### src/rtl/csd_enc_pkg.sv
package csd_enc_pkg;

  localparam logic [31:0] STD_W3 = 32'h0026_0032;
  localparam logic [31:0] STD_W2 = 32'h5F5A_8000;
  localparam logic [31:0] STD_W1 = 32'h3EF8_4FFF;
  localparam logic [31:0] STD_W0 = 32'h9280_40CB;

  localparam logic [31:0] HC_W3 = 32'h400E_0032;
  localparam logic [31:0] HC_W2 = 32'h5B59_0000;
  localparam logic [31:0] HC_W1 = 32'h0000_7F80;
  localparam logic [31:0] HC_W0 = 32'h0A40_40CB ^ 32'h0000_0014;

  typedef enum logic [1:0] {
    ST_IDLE  = 2'd0,
    ST_SHIFT = 2'd1,
    ST_DONE  = 2'd2
  } enc_state_e;

  // standard card: 12-bit size field split across words 2 and 1, exponent in word 1
  function automatic logic [127:0] merge_std(input logic [11:0] size_f, input logic [2:0] exp_f);
    logic [127:0] r;
    r = {STD_W3, STD_W2, STD_W1, STD_W0};
    r[73:64] = r[73:64] | size_f[11:2];
    r[63:62] = r[63:62] | size_f[1:0];
    r[49:47] = r[49:47] | exp_f;
    return r;
  endfunction

  // high-capacity card: 22-bit linear field split across words 2 and 1
  function automatic logic [127:0] merge_hc(input logic [21:0] m_f);
    logic [127:0] r;
    r = {HC_W3, HC_W2, HC_W1, HC_W0};
    r[69:64] = r[69:64] | m_f[21:16];
    r[63:48] = r[63:48] | m_f[15:0];
    return r;
  endfunction

endpackage

### src/rtl/csd_halver.sv
module csd_halver #(
  parameter int KIB_W     = 33,
  parameter int KIB_LIMIT = 4096,
  parameter int EXP_W     = 6
) (
  input  logic             clk,
  input  logic             rst_n,
  input  logic             load,
  input  logic [KIB_W-1:0] load_kib,
  input  logic             step,
  output logic [KIB_W-1:0] kib,
  output logic [EXP_W-1:0] halvings,
  output logic             above
);
  localparam logic [KIB_W-1:0] LIMIT_V = KIB_W'(KIB_LIMIT);
  localparam logic [EXP_W-1:0] MAX_HALV = EXP_W'(KIB_W);

  assign above = (kib > LIMIT_V);

  always_ff @(posedge clk or negedge rst_n) begin
    if (!rst_n) begin
      kib      <= '0;
      halvings <= '0;
    end else if (load) begin
      kib      <= load_kib;
      halvings <= '0;
    end else if (step) begin
      kib      <= kib >> 1;
      halvings <= halvings + 1'b1;
    end
  end


  halve_bound_chk: assert property (@(posedge clk) disable iff (!rst_n)
    step |-> (halvings < MAX_HALV) && above);


  halve_progress_chk: assert property (@(posedge clk) disable iff (!rst_n)
    (step && !load) |=> (kib < $past(kib)) && (halvings == $past(halvings) + 1'b1));

endmodule

### src/rtl/csd_field_merge.sv
module csd_field_merge #(
  parameter int EXP_W = 6
) (
  input  logic             sel_hc,
  input  logic             fault,
  input  logic [11:0]      size_f,
  input  logic [EXP_W-1:0] exp_f,
  input  logic [21:0]      m_f,
  output logic [127:0]     resp_n
);
  import csd_enc_pkg::*;

  always_comb begin
    if (fault)       resp_n = '0;
    else if (sel_hc) resp_n = merge_hc(m_f);
    else             resp_n = merge_std(size_f, exp_f[2:0]);
  end


  fault_blank_chk: assert final (!fault || resp_n == '0);

endmodule

### src/rtl/csd_capacity_encoder.sv
module csd_capacity_encoder #(
  parameter int SECT_W    = 34,
  parameter int KIB_LIMIT = 4096,
  parameter int HC_LOG2   = 22
) (
  input  logic              clk,
  input  logic              rst_n,
  input  logic              start,
  input  logic [SECT_W-1:0] sectors,
  output logic              busy,
  output logic              done,
  output logic [127:0]      resp,
  output logic              high_cap,
  output logic              err
);
  import csd_enc_pkg::*;

  localparam int KIB_W = SECT_W - 1;
  localparam int EXP_W = $clog2(KIB_W + 1);
  localparam logic [SECT_W-1:0] HC_SECT = SECT_W'(1) << HC_LOG2;
  localparam int M_W = 22;

  enc_state_e        st;
  logic [SECT_W-1:0] sect_q;
  logic              hc_q;
  logic [KIB_W-1:0]  kib;
  logic [EXP_W-1:0]  halvings;
  logic              above;

  // named events for the checks
  logic accept_evt, step_evt, finish_evt;
  assign accept_evt = start && (st != ST_SHIFT);
  assign step_evt   = (st == ST_SHIFT) && !hc_q && above;
  assign finish_evt = (st == ST_SHIFT) && !step_evt;

  csd_halver #(.KIB_W(KIB_W), .KIB_LIMIT(KIB_LIMIT), .EXP_W(EXP_W)) u_halver (
    .clk      (clk),
    .rst_n    (rst_n),
    .load     (accept_evt),
    .load_kib (sectors[SECT_W-1:1]),
    .step     (step_evt),
    .kib      (kib),
    .halvings (halvings),
    .above    (above)
  );

  // high-capacity field
  logic [SECT_W-1:0] m_full;
  logic              hc_fault;
  assign m_full   = (sect_q >> 10) - 1'b1;
  assign hc_fault = (m_full >> M_W) != '0;

  // standard fields
  logic [KIB_W-1:0] size_full;
  logic [EXP_W-1:0] exp_adj;
  logic             too_small, too_large, std_fault;
  assign size_full = kib - 1'b1;
  assign too_small = halvings < EXP_W'(2);
  assign exp_adj   = halvings - EXP_W'(2);
  assign too_large = !too_small && (exp_adj > EXP_W'(7));
  assign std_fault = too_small || too_large;

  logic         fault;
  logic [127:0] resp_n;
  assign fault = hc_q ? hc_fault : std_fault;

  csd_field_merge #(.EXP_W(EXP_W)) u_merge (
    .sel_hc (hc_q),
    .fault  (fault),
    .size_f (size_full[11:0]),
    .exp_f  (exp_adj),
    .m_f    (m_full[M_W-1:0]),
    .resp_n (resp_n)
  );

  always_ff @(posedge clk or negedge rst_n) begin
    if (!rst_n) begin
      st       <= ST_IDLE;
      sect_q   <= '0;
      hc_q     <= 1'b0;
      resp     <= '0;
      high_cap <= 1'b0;
      err      <= 1'b0;
    end else begin
      case (st)
        ST_SHIFT: begin
          if (finish_evt) begin
            resp     <= resp_n;
            high_cap <= hc_q;
            err      <= fault;
            st       <= ST_DONE;
          end
        end
        default: begin
          if (accept_evt) begin
            sect_q   <= sectors;
            hc_q     <= sectors > HC_SECT;
            resp     <= '0;
            err      <= 1'b0;
            high_cap <= 1'b0;
            st       <= ST_SHIFT;
          end else begin
            st <= ST_IDLE;
          end
        end
      endcase
    end
  end

  assign busy = (st == ST_SHIFT);
  assign done = (st == ST_DONE);


  busy_done_excl_chk: assert property (@(posedge clk) disable iff (!rst_n) !(busy && done));


  done_pulse_chk: assert property (@(posedge clk) disable iff (!rst_n) done |=> !done);


  busy_hold_chk: assert property (@(posedge clk) disable iff (!rst_n)
    (busy && !finish_evt) |=> busy && $stable(sect_q));


  err_blank_chk: assert property (@(posedge clk) disable iff (!rst_n) err |-> resp == '0);


  loop_settled_chk: assert property (@(posedge clk) disable iff (!rst_n)
    (finish_evt && !hc_q) |-> kib <= KIB_W'(KIB_LIMIT));


  hc_template_chk: assert property (@(posedge clk) disable iff (!rst_n)
    (done && high_cap && !err) |-> resp[127:96] == HC_W3);

endmodule

### config.mk
export PLATFORM = sky130hd
export DESIGN_NAME = csd_capacity_encoder
export DESIGN_NICKNAME = d
export VERILOG_FILES = /design/src/rtl/csd_enc_pkg.sv /design/src/rtl/csd_halver.sv /design/src/rtl/csd_field_merge.sv /design/src/rtl/csd_capacity_encoder.sv
export SDC_FILE = /design/constraint.sdc
export NUM_CORES = 1
export LEC_CHECK = 0
export BUFFER_PORTS_ARGS = -buffer_cell sky130_fd_sc_hd__buf_4
export CORE_MARGIN = 5
export CORE_UTILIZATION = 50
export DETAILED_ROUTE_END_ITERATION = 8
export PLACE_DENSITY = 0.79
export SYNTH_ARGS = -nofsm -noshare
export SYNTH_HDL_FRONTEND = slang
export SYNTH_HIERARCHICAL = 1
export SYNTH_SLANG_ARGS = --single-unit
### constraint.sdc
create_clock -name clk -period 3.52 [get_ports clk]
set_clock_uncertainty 0.1 [all_clocks]
set_input_delay 0 -clock clk [delete_from_list [all_inputs] [get_ports clk]]
set_output_delay 0 -clock clk [all_outputs]
set_load 0.02 [all_outputs]
---- Word level (Yosys, flattened, before mapping) ----
Cells that the tools add are included.
storage, ports and cells
  register bits ........................... 206
  latch bits .............................. 0
  memory bits (writable) .................. 0
  memory bits (read-only) ................. 0
  bits of input ports ..................... 37
  output and inout bits ................... 132
  word-level logic and storage cells ...... 53
  memories kept ........................... 0
cells by class
  $add $sub $neg .......................... 4
  $mul .................................... 0
  divide/modulo/power cells ............... 0
  magnitude comparators ................... 4
  equality and inequality tests ........... 4
  shift-type cells ........................ 0
  mux-type cells .......................... 18
  bitwise logic cells ..................... 1
  reductions and logical operators ........ 14
operators with widths
  kind                                                         count
  2-to-1 mux 128 bit                                           3
  2-to-1 mux 127 bit                                           2
  2-to-1 mux 33 bit                                            2
  > comparator 34 x 23 -> 1 bit (second input constant)        1
  nonzero test 34 bit                                          1
  > comparator 33 x 13 -> 1 bit (second input constant)        1
  subtractor 24 x 1 -> 25 bit (second input constant)          1
  2-to-1 mux 6 bit                                             2
  subtractor 12 x 1 -> 12 bit (second input constant)          1
  2-to-1 mux 1 bit                                             7
  adder 6 x 1 -> 6 bit (second input constant)                 1
  > comparator 6 x 3 -> 1 bit (second input constant)          1
  less-than comparator 6 x 2 -> 1 bit (second input constant)  1
  subtractor 6 x 2 -> 6 bit (second input constant)            1
  logical AND 1 bit                                            5
  2-to-1 mux 2 bit                                             2
  inequality test 2 x 1 -> 1 bit (second input constant)       2
  AND reduction 2 bit                                          2
  nonzero test 2 bit                                           2
  zero test 1 bit                                              3
  == test 2 x 1 -> 1 bit (second input constant)               1
  == test 2 bit (second input constant)                        1
  logical OR 1 bit                                             1
  inverter 1 bit                                               1

---- Depth between registers and ports, before layout ----
Gate-level depths: netlist (run 1).
  depth after elaboration ................. 8
  mapped depth ............................ 10
  mapped depth without buffers ............ 9

---- By module ----
Netlist (run 1), hierarchy kept.
by module, submodules not included
  module                instances  cells an instance  area each (µm²)  sequential area each (µm²)
  csd_capacity_encoder  1          539                6465.0           3928.8
  csd_halver            1          180                1859.3           975.9
  csd_field_merge       1          153                1048.5           0.0

---- Least setup slack after synthesis (run 1) ----
Ideal clock, no wire load.
  path kind ............................... flip-flop to flip-flop
  start point ............................. register sect_q[10]
  end point ............................... register resp[47]
  setup time .............................. 0.066 ns
  data arrival time ....................... 2.716 ns
  data required time ...................... 3.354 ns
  slack ................................... 0.638 ns
  stages on the path, launching flop included .. 10
  path buffers ............................ 0
  clock period less this slack ............ 2.882 ns
  cells stage by stage .................... dfrtp_1 -> inv_1 -> ha_1 -> nor3b_1 -> nand4b_1 -> a2111oi_0 -> nor3_1 -> nor2_1 -> and2_1 -> a22o_1
on the way
  word-level cells in the longest chain between the ends .. 6
ends and longest elaborated chain
  element                      RTL line                    RTL
  start: declaration           csd_capacity_encoder.sv:24  logic [SECT_W-1:0] sect_q;
  start signal: assignment     csd_capacity_encoder.sv:96  sect_q <= sectors;
  subtractor 24 x 1 -> 25 bit  csd_capacity_encoder.sv:50  assign m_full = (sect_q >> 10) - 1'b1;
  nonzero test 34 bit          csd_capacity_encoder.sv:51  assign hc_fault = (m_full >> M_W) != '0;
  2-to-1 mux 1 bit             csd_capacity_encoder.sv:65  assign fault = hc_q ? hc_fault : std_fault;
  named net fault              csd_capacity_encoder.sv:63  logic fault;
  2-to-1 mux 127 bit           csd_field_merge.sv:14       if (fault) resp_n = '0;
  named net resp_n[47]         csd_capacity_encoder.sv:64  logic [127:0] resp_n;
  2-to-1 mux 128 bit           csd_capacity_encoder.sv:87  if (finish_evt) begin
  2-to-1 mux 128 bit           csd_capacity_encoder.sv:85  case (st)
  end signal: assignment       csd_capacity_encoder.sv:88  resp <= resp_n;
  end: declaration             csd_capacity_encoder.sv:12  output logic [127:0] resp,
The timed path passes the listed nets, and every way through them passes these cells. The select of a mux whose other input is x is not followed.
A chain may end at the register's enable or synchronous reset.

---- Worst setup path after layout (run 1) ----
  start point ............................. register sect_q[10]
  end point ............................... register resp[72]
Same word-level chain as after synthesis.

==> results of run 1 <==
## worst max-delay path: cells and delay by family, from the launching register on
family,cells,cell delay [ns]
AOI/OAI and AO/OA,2,0.74
adders and majority gates,1,0.28
buffers and inverters,3,0.52
DFF,1,0.41
and+or+nand+nor,5,1.04
## metal layers
metal / part of all wire, % / up-vias
li1: - / 3234
met1: 44 / 3390
met2: 48 / 239
met3: 6.6 / 19
met4: 1.4 / 0
met5: 0 / -
## power groups by stage
stage | registers (W) | logic (W) | clock network, W
after floorplan | 0.00310 | 0.000847 | 0
after global placement | 0.00290 | 0.00154 | 0
after detailed placement | 0.00291 | 0.00157 | 0
after CTS | 0.00287 | 0.00167 | 0.00204
after global routing | 0.00292 | 0.00180 | 0.00214
final | 0.00287 | 0.00166 | 0.00200
## through the flow
stage,cells,setup slack [ns],utilization (%)
finish,1271,0.348,61.6
detailed placement,1184,0.424,55.3
global placement,1184,0.592,55.3
CTS,1271,0.383,61.6
global route,1271,0.0948,61.6
floorplan,918,0.638,-
## layout make-up
cell class	instances	area, µm²	share of cell area [%]
clock inverter	14	181	1.59
sequential	196	4900	43.0
clock buffer	18	439	3.85
tap	234	293	2.56
inverter	24	90.1	0.789
multi-input combinational	549	3550	31.1
timing repair buffer	236	1950	17.1
## worst paths after layout
path,slack (ns),startpoint,to,cells after the start
max reg2reg,0.35,sect_q[10],resp[72],11
max in group asynchronous,2.34,rst_n,resp[54],3
min reg2reg,0.40,resp[63],resp[63],1
max,0.35,sect_q[10],resp[72],11
min in group clk,0.18,sectors[0],hc_q,5
min,0.08,rst_n,resp[30],2
## cell usage in the layout, fill, tap and decap left out, types with 4 or more instances in the layout
cell type / instances
inv_1: 23
dfrtp_1: 196
a22o_1: 128
clkinv_8: 4
nor3_1: 10
conb_1: 52
clkbuf_16: 17
nor4_1: 20
o21ai_1: 25
nor2_1: 33
mux2i_1: 43
nand4_1: 4
inv_6: 6
o21ai_0: 14
or4_1: 5
buf_4: 177
a21oi_1: 12
and2_1: 8
nand2_1: 117
xor2_1: 20
xnor2_1: 14
dlygate4sd3_1: 55
ha_1: 4
## sequential cells by signal (all words and copies together), names as in the netlist
signal	cells
resp	128
high_cap	1
u_halver/kib	33
sect_q	24
err	1
hc_q	1
st	2
u_halver/halvings	6
==> impl_metrics.py, run 1 <==
metrics = {
    "status": {
        "outcome": "completed",
    },
    "cts": {
        "cts_root_buffer": "clkbuf_16",
        "ctsResizeCount": 0,
        "cts_setup_buffers": 0,
        "cts_buffers": 17,
        "cts_max_path_buffers": 2,
        "clk_pin_slew_ns": 0.08,
        "cts.hold.buffers_added": 55,
        "htree_levels": 4,
        "cts_tree": "done",
        "cts.sinks": 196,
        "insertion_delay_ns": 0.43,
    },
    "drt": {
        "wl_per_cell_um": 17.4,
        "vias_per_cell": 5.41,
        "drc": 0,
        "dr_total_vias": 6882,
        "detailedRoute.firstPassIterationCount": 6,
        "drt_wl_total_mm": 22.1,
        "first_iter_violations": 480,
        "ant_nets": 0,
    },
    "worst_setup_path": {
        "crit_path_start_kind": "register",
        "cp.arrival_ns": 3.43,
        "slowest_delay_ns": 0.61,
        "required_ns": 3.78,
        "crit_path_end_kind": "register",
        "path_common_cell": "buf_4",
        "cp_slowest_cell": "a2111oi_0",
        "worstPathCellList": "inv_1 > ha_1 > nor3b_1 > nand4b_1 > a2111oi_0 > nor3_2 > buf_4 > nor2_1 > buf_4 > and2_1 > a22o_1",
        "crit_type": "register to register",
        "critPathMaxFanout": 19,
    },
    "pwr": {
        "p_int_w": 0.00436,
        "swShare_pct": 33.2,
        "seq_power_share_pct": 44.0,
        "combPwrFrac_pct": 25.4,
        "leakagePower_nw": 5.62,
        "netSwitchingPower_w": 0.00217,
        "p_total_w": 0.00653,
        "peakVddDrop_v": 0.000380,
        "pwr-share-clk_pct": 30.6,
        "power_density_mw_per_mm2": 572,
    },
    "finish": {
        "fin_nets": 1065,
        "drive_gt1_share_pct": 21.7,
        "stdcell_area_mm2": 0.0114,
        "area_growth_pct": 22.3,
        "fill_cells": 1446,
        "diodes": 0,
    },
    "timing": {
        "maxSlewHeadroom_pct": 39.8,
        "post-route-period-util_pct": 90.1,
        "tns_ns": 0,
        "setup_viol": 0,
        "fin_crit_ns": 3.17,
        "max_slew.worst_pin.slew_ns": 0.903,
        "max_freq_ghz": 0.315,
        "hold_ws_ns": 0.0754,
        "rsz0062_at_grt": "false",
        "finalMaxSlewViolations": 0,
        "hold_viol": 0,
    },
    "logic_synthesis": {
        "synth_warnings": 6,
        "syn_inst": 867,
        "avgSynthCellArea_um2": 10.8,
        "synth_area_mm2": 0.00933,
    },
    "grt": {
        "met2_usage_pct": 33.3,
        "grt_max_degree": 131,
        "met1_usage_pct": 28.5,
        "grt_first_pass_wirelength_mm": 36.4,
        "grtUsageMet3_pct": 4.87,
        "grt_usage_pct": 20.7,
        "grt_antenna_before_repair": 0,
        "busiest_layer": "met2",
        "overflow": 0,
        "grt_pass1_vias": 6665,
    },
    "min_path": {
        "hp-class": "primary input to async pin",
    },
    "job": {
        "cap_violations": 0,
    },
    "floorplan": {
        "die_y_um": 147,
        "core_area_mm2": 0.0185,
        "die-width_um": 147,
        "pin_count": 169,
        "rows": 50,
        "die_area_mm2": 0.0215,
        "initial_utilization_pct": 50.4,
    },
    "placement": {
        "place.gp.congestion": 0.866,
        "dpl_cell_area_mm2": 0.0102,
        "io_buffers": 168,
        "dp_hpwl_mm": 14.6,
    },
}
No activity file was read; power rests on OpenSTA's default activity.
==> run 2, diff against run 1 <==
PLACE_DENSITY = 0.84   (was 0.79)
SYNTH_HIERARCHICAL = not set   (was 1)
==> impl_metrics.py, run 2 <==
metrics = {
    "worst_setup_path": {
        "critPathMaxFanout": 19,
        "crit_path_end_kind": "register",
        "path_common_cell": "inv_1",
        "required_ns": 3.68,
        "crit_type": "register to register",
        "critical_path_buf_inv_count": 2,
        "slowest_delay_ns": 0.58,
        "worstPathCellList": "inv_1 > ha_1 > or4b_1 > o41a_1 > o31a_1 > nor2_4 > inv_1 > o21ai_1",
        "crit_path_start_kind": "register",
        "cp.arrival_ns": 3.37,
        "r2r-start": "u_halver.kib[1]",
        "crit_start": "u_halver.kib[1]",
        "cp_slowest_cell": "or4b_1",
        "critPathTopFamily": "compound AO/OA/AOI/OAI gates",
    },
    "logic_synthesis": {
        "synth_edf_count": 0,
        "yosysMostFrequentCell": "buf_4",
        "ys_async_sr_fraction_pct": 100,
        "synth_commonest_cells": "buf_4 (99), dfrtp_1 (98), nand2_1 (67)",
        "synth_area_mm2": 0.00571,
        "synth_top_area_share_pct": 43.0,
        "avgSynthCellArea_um2": 9.33,
        "ys_types": 57,
        "yosysSeqAreaShare_pct": 43.0,
        "synthFlopType": "dfrtp_1",
        "synth_warnings": 0,
        "synth-seq-cells": 98,
        "synth_area_leaders": "dfrtp_1 (43%), buf_4 (13%), nand2_1 (4.4%)",
        "syn_inst": 612,
        "yosys.area.top_type": "dfrtp_1",
    },
    "pwr": {
        "swShare_pct": 35.2,
        "p_int_w": 0.00228,
        "power_density_mw_per_mm2": 516,
        "pwr-share-clk_pct": 28.0,
        "seq_power_share_pct": 42.8,
        "peakVddDrop_v": 0.000297,
        "netSwitchingPower_w": 0.00124,
        "leakagePower_nw": 3.31,
        "combPwrFrac_pct": 29.2,
    },
    "grt": {
        "grt_first_pass_wirelength_mm": 22.9,
        "grt_usage_pct": 21.4,
        "grt_max_degree": 73,
        "overflow": 0,
        "grt_pass1_vias": 4522,
        "grt_antenna_before_repair": 0,
    },
    "floorplan": {
        "die_y_um": 117,
        "die-width_um": 117,
        "initial_utilization_pct": 50.4,
        "rows": 39,
        "core_area_mm2": 0.0113,
        "pin_count": 169,
        "die_area_mm2": 0.0137,
    },
    "placement": {
        "io_buffers": 116,
        "place.gp.congestion": 0.884,
        "dp_hpwl_mm": 11.0,
        "dpl_cell_area_mm2": 0.00617,
    },
    "job": {
        "cap_violations": 0,
    },
    "cts": {
        "clk_pin_slew_ns": 0.07,
        "cts_tree": "done",
        "insertion_delay_ns": 0.34,
        "cts.sinks": 98,
        "cts_max_path_buffers": 2,
        "cts_buffers": 9,
        "cts_setup_buffers": 0,
        "htree_levels": 3,
        "cts_root_buffer": "clkbuf_16",
    },
    "min_path": {
        "hp-class": "primary input to register",
        "worstHoldStart": "start",
    },
    "drt": {
        "dr_total_vias": 4998,
        "ant_nets": 0,
        "detailedRoute.firstPassIterationCount": 5,
        "vias_per_cell": 5.86,
        "wl_per_cell_um": 17.4,
        "first_iter_violations": 548,
        "drt_wl_total_mm": 14.9,
        "drc": 0,
    },
    "timing": {
        "post-route-period-util_pct": 91.3,
        "hold_viol": 0,
        "tns_ns": 0,
        "maxSlewHeadroom_pct": 25.6,
        "max_slew.worst_pin.slew_ns": 1.11,
        "fin_crit_ns": 3.21,
        "setup_viol": 0,
        "finalMaxSlewViolations": 0,
        "rsz0062_at_grt": "false",
        "max_freq_ghz": 0.311,
    },
    "finish": {
        "drive_gt1_share_pct": 21.5,
        "final_common_cell": "buf_4",
        "fill_cells": 916,
        "fin_nets": 748,
        "largest_register_ff_count": 33,
        "regMostFlops": "u_halver.kib",
        "most-common-layout-cells": "buf_4 (126), dfrtp_1 (98), nand2_1 (67)",
        "area_growth_pct": 19.6,
        "diodes": 0,
        "stdcell_area_mm2": 0.00682,
        "top_regs": "u_halver.kib x33, resp x30, sect_q x24",
    },
    "status": {
        "outcome": "completed",
    },
}
[run 2: cell types whose count changed in the layout (fill, tap and decap cells not counted), moves of 37 or more]
cell | before | now
buf_4 | 177 | 126
mux2i_1 | 43 | 6
dfrtp_1 | 196 | 98
nand2_1 | 117 | 67
a22o_1 | 128 | 6
nand3_1 | 3 | 50
[run 2: timing repair]
item / 4_1_cts / 5_1_grt
gates resized for setup: 0 / 0
hold buffers: 36 / 0
hold endpoints to repair: 127 / 0
[run 2: worst paths after layout]
path	endpoint	slack [ns]	cells past startpoint
worst max-delay path	u_halver.kib[7]	0.31	8
worst min-delay path	sect_q[26]	0.05	3
worst max register to register	u_halver.kib[7]	0.31	8
worst min register to register	resp[50]	0.39	1
max in group asynchronous	resp[64]	2.22	3
min in group asynchronous	resp[117]	0.23	2
[run 2: cell families after synthesis]
family                     synth area share (%)
and+or+nand+nor                            20.5
DFF                                        43.0
buffers and inverters                      16.6
muxes                                      1.05
other                                    0.0657
adders and majority gates                  1.32
AOI/OAI and AO/OA                          14.7
xor gates and xnor gates                   2.76
[run 2: power by group through the flow]
stage	Sequential, W	Clock (W)	Combinational [W]
final	0.00151	0.000986	0.00103
after global routing	0.00153	0.00103	0.00111
after CTS	0.00150	0.000991	0.00103
after detailed placement	0.00152	0	0.000991
after global placement	0.00150	0	0.000970
after floorplan	0.00150	0	0.000741
[run 2: metal layers]
layer  wire length (µm)  track usage (%)
met1               5840             29.6
met2               6900             33.8
met3               1750             3.44
met4                399             8.33
met5                  0                0
[run 2: layout make-up]
cell class | count | area (µm²) | area share (%)
Multi-Input combinational cell | 415 | 2500 | 36.7
Sequential cell | 98 | 2450 | 35.9
Tap cell | 143 | 179 | 2.62
Clock buffer | 11 | 233 | 3.41
Timing Repair Buffer | 163 | 1330 | 19.4
Clock inverter | 5 | 62.6 | 0.917
Inverter | 18 | 67.6 | 0.990
[run 2: per-stage QoR]
stage | power [W] | utilization [%] | hold slack [ns] | instances | setup slack [ns]
2_1_floorplan | 0.00224 | - | -0.396 | 663 | 0.781
3_3_place_gp | 0.00247 | 54.5 | 0.0588 | 801 | 0.551
3_5_place_dp | 0.00251 | 54.5 | 0.0741 | 801 | 0.399
4_1_cts | 0.00351 | 60.3 | 0.0345 | 853 | 0.349
5_1_grt | 0.00368 | 60.3 | 0.0504 | 853 | 0.127
6_report | 0.00352 | 60.3 | 0.0508 | 853 | 0.306
[run 2: worst register-to-register path, delay by kind of cell, from the launching register on]
kind / cells / cell delay [ns]
AOI/OAI and AO/OA: 3 / 1.10
and+or+nand+nor: 2 / 0.99
DFF: 1 / 0.42
buffers and inverters: 2 / 0.31
adders and majority gates: 1 / 0.21
